File: config.mk
export PLATFORM = sky130hd
export DESIGN_NAME = stream_dispatch
export DESIGN_NICKNAME = d
export VERILOG_FILES = /design/src/rtl/sdisp_pkg.sv /design/src/rtl/sdisp_queue.sv /design/src/rtl/sdisp_engine.sv /design/src/rtl/sdisp_tracker.sv /design/src/rtl/stream_dispatch.sv
export SDC_FILE = /design/constraint.sdc
export NUM_CORES = 1
export LEC_CHECK = 0
export BUFFER_PORTS_ARGS = -buffer_cell sky130_fd_sc_hd__buf_2
export CORE_MARGIN = 5
export CORE_UTILIZATION = 55
export DETAILED_ROUTE_END_ITERATION = 6
export GPL_TIMING_DRIVEN = 0
export PLACE_DENSITY_LB_ADDON = 0.15
export SLEW_MARGIN = 10
export SYNTH_ARGS = -nofsm -noshare
export SYNTH_HDL_FRONTEND = slang
export SYNTH_SLANG_ARGS = --single-unit
File: constraint.sdc
create_clock -name clk -period 6.9 [get_ports clk]
set_input_delay 1.035 -clock clk [delete_from_list [all_inputs] [get_ports clk]]
set_output_delay 1.035 -clock clk [all_outputs]
set_load 0.02 [all_outputs]
File: src/rtl/sdisp_pkg.sv
package sdisp_pkg;
    timeunit 1ns;
    timeprecision 1ps;

    typedef enum logic [1:0] {
        OP_UPLOAD   = 2'd0,
        OP_KERNEL   = 2'd1,
        OP_DOWNLOAD = 2'd2,
        OP_ALTKERN  = 2'd3
    } op_e;

    localparam logic [1:0] ENG_COPY_UP   = 2'd0;
    localparam logic [1:0] ENG_KERN      = 2'd1;
    localparam logic [1:0] ENG_COPY_DOWN = 2'd2;

    function automatic int engine_count(bit dual);
        return dual ? 3 : 2;
    endfunction

    function automatic logic [1:0] engine_of(op_e op, bit dual);
        logic [1:0] eng;
        case (op)
            OP_UPLOAD:   eng = ENG_COPY_UP;
            OP_DOWNLOAD: eng = dual ? ENG_COPY_DOWN : ENG_COPY_UP;
            default:     eng = ENG_KERN;
        endcase
        return eng;
    endfunction
endpackage

File: src/rtl/sdisp_queue.sv
module sdisp_queue #(
    parameter int WIDTH = 16,
    parameter int DEPTH = 16
) (
    input  logic             clk,
    input  logic             rst,
    input  logic             push,
    input  logic [WIDTH-1:0] wdata,
    output logic             full,
    input  logic             pop,
    output logic [WIDTH-1:0] rdata,
    output logic             empty
);
    timeunit 1ns;
    timeprecision 1ps;

    localparam int PTR_W = (DEPTH > 1) ? $clog2(DEPTH) : 1;
    localparam int CNT_W = $clog2(DEPTH + 1);

    logic [WIDTH-1:0] slots [DEPTH];
    logic [PTR_W-1:0] wr_ptr, rd_ptr;
    logic [CNT_W-1:0] count;

    assign full  = (count == CNT_W'(DEPTH));
    assign empty = (count == '0);
    assign rdata = slots[rd_ptr];

    function automatic logic [PTR_W-1:0] advance(logic [PTR_W-1:0] p);
        return (p == PTR_W'(DEPTH - 1)) ? '0 : p + PTR_W'(1);
    endfunction

    always_ff @(posedge clk) begin
        if (push) slots[wr_ptr] <= wdata;
    end

    always_ff @(posedge clk) begin
        if (rst) begin
            wr_ptr <= '0;
            rd_ptr <= '0;
            count  <= '0;
        end else begin
            if (push) wr_ptr <= advance(wr_ptr);
            if (pop)  rd_ptr <= advance(rd_ptr);
            case ({push, pop})
                2'b10:   count <= count + CNT_W'(1);
                2'b01:   count <= count - CNT_W'(1);
                default: count <= count;
            endcase
        end
    end

    assert_no_overflow_R8: assert property (@(posedge clk) disable iff (rst)
        push |-> (!full || pop));
    assert_no_underflow_R2: assert property (@(posedge clk) disable iff (rst)
        pop |-> !empty);
endmodule

File: src/rtl/sdisp_engine.sv
module sdisp_engine #(
    parameter int NS    = 8,
    parameter int SID_W = 3,
    parameter int SEQ_W = 7,
    parameter int DUR_W = 8,
    parameter int DEPTH = 16
) (
    input  logic             clk,
    input  logic             rst,
    input  logic             push,
    input  logic [SID_W-1:0] push_sid,
    input  logic [SEQ_W-1:0] push_seq,
    input  logic [DUR_W-1:0] push_dur,
    output logic             full,
    input  logic [SEQ_W-1:0] done_cnt [NS],
    output logic             start,
    output logic [SID_W-1:0] start_sid,
    output logic             busy,
    output logic             done,
    output logic [SID_W-1:0] done_sid
);
    timeunit 1ns;
    timeprecision 1ps;

    typedef struct packed {
        logic [SID_W-1:0] sid;
        logic [SEQ_W-1:0] seq;
        logic [DUR_W-1:0] dur;
    } entry_t;
    localparam int ENTRY_W = $bits(entry_t);

    entry_t             wr_entry, head;
    logic [ENTRY_W-1:0] head_raw;
    logic               empty;
    logic               deps_met;
    logic [SID_W-1:0]   run_sid;
    logic [DUR_W-1:0]   remain;

    assign wr_entry = '{sid: push_sid, seq: push_seq, dur: push_dur};
    assign head     = entry_t'(head_raw);

    sdisp_queue #(.WIDTH(ENTRY_W), .DEPTH(DEPTH)) queue_i (
        .clk   (clk),
        .rst   (rst),
        .push  (push),
        .wdata (wr_entry),
        .full  (full),
        .pop   (start),
        .rdata (head_raw),
        .empty (empty)
    );

    // head may go only when its stream has retired every earlier command
    assign deps_met  = (done_cnt[head.sid] == head.seq);
    assign start     = !busy && !empty && deps_met;
    assign start_sid = head.sid;
    assign done      = busy && (remain == DUR_W'(1));
    assign done_sid  = run_sid;

    always_ff @(posedge clk) begin
        if (rst) begin
            busy    <= 1'b0;
            run_sid <= '0;
            remain  <= '0;
        end else if (start) begin
            busy    <= 1'b1;
            run_sid <= head.sid;
            remain  <= (head.dur == '0) ? DUR_W'(1) : head.dur;
        end else if (busy) begin
            if (remain == DUR_W'(1)) busy <= 1'b0;
            else                     remain <= remain - DUR_W'(1);
        end
    end

    assert_run_holds_R4: assert property (@(posedge clk) disable iff (rst)
        (busy && !done) |=> (busy && $stable(run_sid)));
    assert_gap_after_done_R4: assert property (@(posedge clk) disable iff (rst)
        done |=> !busy);
    assert_short_run_R4: assert property (@(posedge clk) disable iff (rst)
        (start && (head.dur <= DUR_W'(1))) |=> done);
endmodule

File: src/rtl/sdisp_tracker.sv
module sdisp_tracker #(
    parameter int NS    = 8,
    parameter int SID_W = 3,
    parameter int SEQ_W = 7,
    parameter int NE    = 3
) (
    input  logic             clk,
    input  logic             rst,
    input  logic             issue,
    input  logic [SID_W-1:0] issue_sid,
    input  logic [NE-1:0]    done_vec,
    input  logic [SID_W-1:0] done_sid [NE],
    output logic [SEQ_W-1:0] issue_seq,
    output logic [SEQ_W-1:0] done_cnt [NS],
    output logic [NS-1:0]    stream_idle,
    output logic             device_idle
);
    timeunit 1ns;
    timeprecision 1ps;

    logic [SEQ_W-1:0] iss_cnt [NS];

    assign issue_seq   = iss_cnt[issue_sid];
    assign device_idle = &stream_idle;

    for (genvar s = 0; s < NS; s++) begin : g_stream
        logic [NE-1:0] hits;
        for (genvar e = 0; e < NE; e++) begin : g_eng
            assign hits[e] = done_vec[e] && (done_sid[e] == SID_W'(s));
        end

        always_ff @(posedge clk) begin
            if (rst) begin
                iss_cnt[s]  <= '0;
                done_cnt[s] <= '0;
            end else begin
                if (issue && (issue_sid == SID_W'(s))) iss_cnt[s] <= iss_cnt[s] + SEQ_W'(1);
                if (|hits) done_cnt[s] <= done_cnt[s] + SEQ_W'(1);
            end
        end

        assign stream_idle[s] = (iss_cnt[s] == done_cnt[s]);

        assert_one_done_R1: assert property (@(posedge clk) disable iff (rst)
            $countones(hits) <= 1);
        assert_done_on_busy_stream_R6: assert property (@(posedge clk) disable iff (rst)
            (|hits) |-> !stream_idle[s]);
    end
endmodule

File: src/rtl/stream_dispatch.sv
module stream_dispatch
    import sdisp_pkg::*;
#(
    parameter int NUM_STREAMS = 8,
    parameter int QUEUE_DEPTH = 16,
    parameter int DUR_W       = 8,
    parameter bit DUAL_COPY   = 1'b1,
    localparam int SID_W      = (NUM_STREAMS > 1) ? $clog2(NUM_STREAMS) : 1,
    localparam int NUM_ENG    = DUAL_COPY ? 3 : 2
) (
    input  logic                     clk,
    input  logic                     rst,
    input  logic                     cmd_valid,
    output logic                     cmd_ready,
    input  logic [1:0]               cmd_op,
    input  logic [SID_W-1:0]         cmd_stream,
    input  logic [DUR_W-1:0]         cmd_dur,
    output logic [NUM_ENG-1:0]       done_pulse,
    output logic [NUM_ENG*SID_W-1:0] done_stream,
    output logic [NUM_STREAMS-1:0]   stream_idle,
    output logic                     device_idle
);
    timeunit 1ns;
    timeprecision 1ps;

    // enough headroom for every command a stream can have in flight
    localparam int SEQ_W = $clog2(NUM_ENG * (QUEUE_DEPTH + 1) + 1) + 1;

    logic [1:0]       tgt;
    logic             tgt_full;
    logic             accept;
    logic             default_open;
    logic [SEQ_W-1:0] issue_seq;
    logic [SEQ_W-1:0] done_cnt [NUM_STREAMS];
    logic [NUM_ENG-1:0] eng_full, eng_start, eng_busy, eng_push;
    logic [SID_W-1:0] eng_start_sid [NUM_ENG];
    logic [SID_W-1:0] eng_done_sid  [NUM_ENG];
    logic             others_idle;

    assign tgt = engine_of(op_e'(cmd_op), DUAL_COPY);

    always_comb begin
        tgt_full = 1'b0;
        for (int e = 0; e < NUM_ENG; e++) begin
            if (tgt == 2'(e)) tgt_full = eng_full[e];
        end
    end

    // synchronising stream: enters only on an empty device, then blocks all
    assign default_open = (cmd_stream != '0) || device_idle;
    assign cmd_ready    = !tgt_full && stream_idle[0] && default_open;
    assign accept       = cmd_valid && cmd_ready;

    for (genvar e = 0; e < NUM_ENG; e++) begin : g_eng
        assign eng_push[e] = accept && (tgt == 2'(e));
        assign done_stream[e*SID_W +: SID_W] = eng_done_sid[e];

        sdisp_engine #(
            .NS(NUM_STREAMS), .SID_W(SID_W), .SEQ_W(SEQ_W),
            .DUR_W(DUR_W), .DEPTH(QUEUE_DEPTH)
        ) engine_i (
            .clk       (clk),
            .rst       (rst),
            .push      (eng_push[e]),
            .push_sid  (cmd_stream),
            .push_seq  (issue_seq),
            .push_dur  (cmd_dur),
            .full      (eng_full[e]),
            .done_cnt  (done_cnt),
            .start     (eng_start[e]),
            .start_sid (eng_start_sid[e]),
            .busy      (eng_busy[e]),
            .done      (done_pulse[e]),
            .done_sid  (eng_done_sid[e])
        );

        assert_default_barrier_R5: assert property (@(posedge clk) disable iff (rst)
            (eng_start[e] && (eng_start_sid[e] != '0)) |-> stream_idle[0]);
        assert_default_alone_R5: assert property (@(posedge clk) disable iff (rst)
            (eng_start[e] && (eng_start_sid[e] == '0)) |-> others_idle);
    end

    always_comb begin
        others_idle = 1'b1;
        for (int s = 1; s < NUM_STREAMS; s++) others_idle &= stream_idle[s];
    end

    sdisp_tracker #(
        .NS(NUM_STREAMS), .SID_W(SID_W), .SEQ_W(SEQ_W), .NE(NUM_ENG)
    ) tracker_i (
        .clk         (clk),
        .rst         (rst),
        .issue       (accept),
        .issue_sid   (cmd_stream),
        .done_vec    (done_pulse),
        .done_sid    (eng_done_sid),
        .issue_seq   (issue_seq),
        .done_cnt    (done_cnt),
        .stream_idle (stream_idle),
        .device_idle (device_idle)
    );

    assert_device_idle_R7: assert property (@(posedge clk) disable iff (rst)
        device_idle |-> (eng_busy == '0));

    if (DUAL_COPY) begin : g_dual_route
        assert_download_route_R3: assert property (@(posedge clk) disable iff (rst)
            eng_push[2] |-> (op_e'(cmd_op) == OP_DOWNLOAD));
    end
endmodule

==> results.py <==
metrics = {
    "run_status": {
        "status": "finished clean",
    },
    "setup_path": {
        "cp_max_fo": 8,
        "reg2reg_from": "tracker_i.done_cnt[38]",
        "worstPathCellList": "clkbuf_1 -> xnor2_1 -> nand4_1 -> nor4_1 -> nand4_1 -> or4_1 -> a211oi_2 -> nand2_1 -> nor3_2 -> inv_1 -> ha_1 -> clkbuf_1 -> xor2_1 -> ha_1 -> o21ai_0 -> a21oi_1 -> a21oi_1 -> xor2_1 -> or3_1 -> a21oi_1",
        "crit_arrival_ns": 7.29,
        "r2r-end": "g_eng[0].engine_i.queue_i.count[4]",
        "slowest_delay_ns": 0.77,
        "cp_slowest_cell": "nor3_2",
        "end_kind": "flip-flop",
        "r2r_cells": 20,
        "crit_type": "reg -> reg",
        "required_ns": 7.50,
        "startpoint_type": "flip-flop",
        "r2r_slack_ns": 0.21,
        "path_common_cell": "a21oi_1",
    },
    "timing": {
        "max_freq_mhz": 149,
        "worstMarginPinSlew_ns": 1.22,
        "fin_tns_setup_ns": 0,
        "finalClockSkew_ns": 0.0544,
        "slew_headroom_pct": 18.5,
        "slew_violations": 0,
        "rsz0062_at_grt": "false",
        "fin_crit_sh_pct": 97.0,
        "setup_viol": 0,
        "min_period_ns": 6.69,
        "final-hold-violation-count": 0,
        "finalWorstSetupSlack_ns": 0.210,
    },
    "synth": {
        "synth_fa_ha_area_share_pct": 1.32,
        "syn_avg_cell_area_um2": 16.7,
        "synth_flop_cell": "edfxtp_1",
        "synth_nets": 2787,
        "synth_area_um2": 45500,
        "synth_common_cells": "edfxtp_1, mux4_2, nor2_1",
        "synth_top_cell_by_area": "edfxtp_1",
        "synth_compound_area_share_pct": 2.90,
        "synthSimpleGateAreaFrac_pct": 6.17,
        "synthXorXnorAreaFrac_pct": 4.05,
        "ys_types": 73,
        "yosys_register_bits": 1063,
        "syn_inst": 2723,
        "synth_mux_area_share_pct": 16.6,
        "yosysMostFrequentCell": "edfxtp_1",
        "synth-seq-area-share_pct": 67.1,
        "synth_top_family_by_area": "multiplexers",
        "synth_warnings": 0,
        "synth_edf_count": 920,
        "synthArstFlopShare_pct": 0,
        "synth_top_area_share_pct": 60.8,
        "ys_top_cells_by_area": "edfxtp_1, mux4_2, dfxtp_1",
    },
    "grt": {
        "antenna_found_initial": 2,
        "grt_start_max_net_pins": 55,
        "grt_pass1_wl_mm": 169,
        "grt_busiest_layer": "met2",
        "grt.total_usage_pct": 25.7,
        "use_met3_pct": 3.98,
        "gr-usage-met2_pct": 42.3,
        "grt_pass1_vias": 25900,
        "use_met1_pct": 36.1,
        "overflow": 0,
    },
    "floorplan": {
        "die_w_um": 297,
        "start_util_pct": 55.4,
        "fp-row-count": 105,
        "dieArea_um2": 88500,
        "io_pins": 38,
        "dieHeight_um": 297,
        "core_um2": 82000,
    },
    "min_path": {
        "min-delay-start": "g_eng[2].engine_i.remain[1]",
        "hold_depth": 2,
        "min_to": "g_eng[2].engine_i.remain[1]",
        "hp-class": "reg -> reg",
    },
    "route": {
        "avgRoutedWirePerCell_um": 28.2,
        "num_vias": 25700,
        "drt-pass1-iter-count": 5,
        "drtIter0Drc": 2497,
        "drc_errors": 0,
        "avgViaCountPerCell": 6.31,
        "finalWirelength_mm": 115,
        "antenna_left": 0,
    },
    "power": {
        "ir_worst_vdd_mv": 0.254,
        "switching_share_pct": 20.5,
        "p_per_area_nw_per_um2": 255,
        "power.switching_uw": 2690,
        "p_int_uw": 10400,
        "combPwrFrac_pct": 1.9,
        "p_clk_share_pct": 44.4,
        "leakagePower_uw": 0.0166,
        "seqPwrFrac_pct": 53.7,
    },
    "clock_network": {
        "htreeDepth": 3,
        "clk_root_buffer_cell": "clkbuf_16",
        "clock_sinks": 1063,
        "cts_tree": "yes",
        "ctsResizeCount": 0,
        "cts_max_path_buffers": 3,
        "worst_skew_pair.late_latency_ns": 0.69,
        "cts_made_buffers": 108,
        "cts_hold_buf": 0,
        "cts_setup_buffers": 0,
        "clk_pin_slew_ns": 0.06,
    },
    "placement": {
        "place_worst_setup_slack_ns": 0.598,
        "gp_congestion": 0.945,
        "port_buffers": 36,
        "dp.cells": 3869,
        "dpl.hpwl_mm": 74.8,
    },
    "finish": {
        "fill_cells": 5836,
        "area_growth_pct": 13.0,
        "stdcell_count": 4074,
        "regArea_um2": 30500,
        "layout-drive-gt1-share_pct": 20.9,
        "final_nets": 2973,
        "multiInputGateArea_um2": 14400,
    },
    "flow_run": {
        "drv_cap": 0,
    },
}
## critical path, delay by kind of cell, from the launching register on
| family | cells | cell delay (ns) |
|---|---|---|
| adder cells (fa/ha/maj) | 2 | 0.55 |
| buffers and inverters | 3 | 1.01 |
| AND/OR/NAND/NOR | 7 | 3.08 |
| AO/OA/AOI/OAI | 5 | 1.16 |
| flip-flops | 1 | 0.31 |
| XOR/XNOR | 3 | 0.50 |
## metal layers
| layer | vias to the layer above | routed length, µm |
|---|---|---|
| met4 | 0 | 3700 |
| met2 | 1005 | 56300 |
| li1 | 11100 | - |
| met5 | - | 0 |
| met3 | 230 | 7880 |
| met1 | 13400 | 47000 |
## how the worst max path moves through the flow
stage                            from                                    end
2_1_floorplan  tracker_i.done_cnt[17]  g_eng[2].engine_i.queue_i.slots[3][0]
3_3_place_gp   tracker_i.done_cnt[38]  g_eng[0].engine_i.queue_i.slots[3][8]
3_5_place_dp   tracker_i.done_cnt[38]     g_eng[0].engine_i.queue_i.count[4]
4_1_cts        tracker_i.done_cnt[38]     g_eng[0].engine_i.queue_i.count[4]
5_1_grt                     flip-flop     g_eng[1].engine_i.queue_i.count[4]
6_report       tracker_i.done_cnt[38]     g_eng[0].engine_i.queue_i.count[4]
## stage by stage
step	power [µW]	hold slack, ns	utilization [%]	cell area [µm²]
floorplan	7270	0.466	-	45500
global placement	7390	0.483	57.3	47000
detailed placement	7420	0.502	58.3	47800
CTS	13200	0.511	62.7	51400
global route	13500	0.536	62.7	51400
finish	13100	0.513	62.7	51400
## logic make-up (layout without fill, tap and decap cells)
kind of cell,after synthesis,after routing
muxes,402,402
and+or+nand+nor,604,604
adders and majority gates,48,48
buffers and inverters,193,472
other,0,2
AOI/OAI and AO/OA,203,203
xor gates and xnor gates,210,210
DFF,1063,1063
## layout by cell type, fill, tap and decap left out, drive strengths merged, types with 4 or more instances in the layout
master / netlist / routed
a211oi: 20 / 20
a31oi: 11 / 11
edfxtp: 920 / 920
a41o: 5 / 5
nor4: 24 / 24
nor3: 33 / 33
clkbuf: 82 / 209
or4: 7 / 7
and3: 31 / 31
inv: 40 / 43
nand2: 134 / 134
clkinvlp: 0 / 6
dfxtp: 143 / 143
buf: 71 / 147
a22oi: 6 / 6
ha: 48 / 48
nor2b: 7 / 7
and2: 8 / 8
nand3: 34 / 34
xnor2: 96 / 96
xor2: 114 / 114
nand2b: 22 / 22
nor2: 241 / 241
mux4: 278 / 278
o22ai: 5 / 5
a311oi: 4 / 4
clkinv: 0 / 56
o21ai: 37 / 37
nand4: 31 / 31
and4: 4 / 4
mux2i: 113 / 113
a21oi: 74 / 74
or3: 19 / 19
mux2: 11 / 11
bufinv: 0 / 11
## power groups by stage
stage / sequential, µW / combinational [µW] / clock (µW)
floorplan: 7170 / 98.0 / 0
global placement: 7180 / 210 / 0
detailed placement: 7180 / 246 / 0
CTS: 7040 / 246 / 5920
global route: 7040 / 263 / 6180
finish: 7040 / 248 / 5820
## sequential cells by signal (all words and copies together), names as in the netlist, 9 cells and up, named ones only
register                       cells
g_eng.engine_i.queue_i.slots     864
tracker_i.done_cnt                56
tracker_i.iss_cnt                 56
g_eng.engine_i.remain             24
g_eng.engine_i.queue_i.count      15
g_eng.engine_i.queue_i.rd_ptr     12
g_eng.engine_i.queue_i.wr_ptr     12
g_eng.engine_i.done_sid            9
## area by class of cell
type                    instances  share of cell area, %
plain buffers                 153                   1.36
well taps                    1070                   2.61
multi-input cells            1467                   28.1
repair buffers                 76                   1.34
inverters                      40                  0.292
clock buffers                 127                   5.48
diodes                          2                0.00974
clock inverters                76                   1.47
flip-flops and latches       1063                   59.4
No activity file was read; power rests on OpenSTA's default activity.
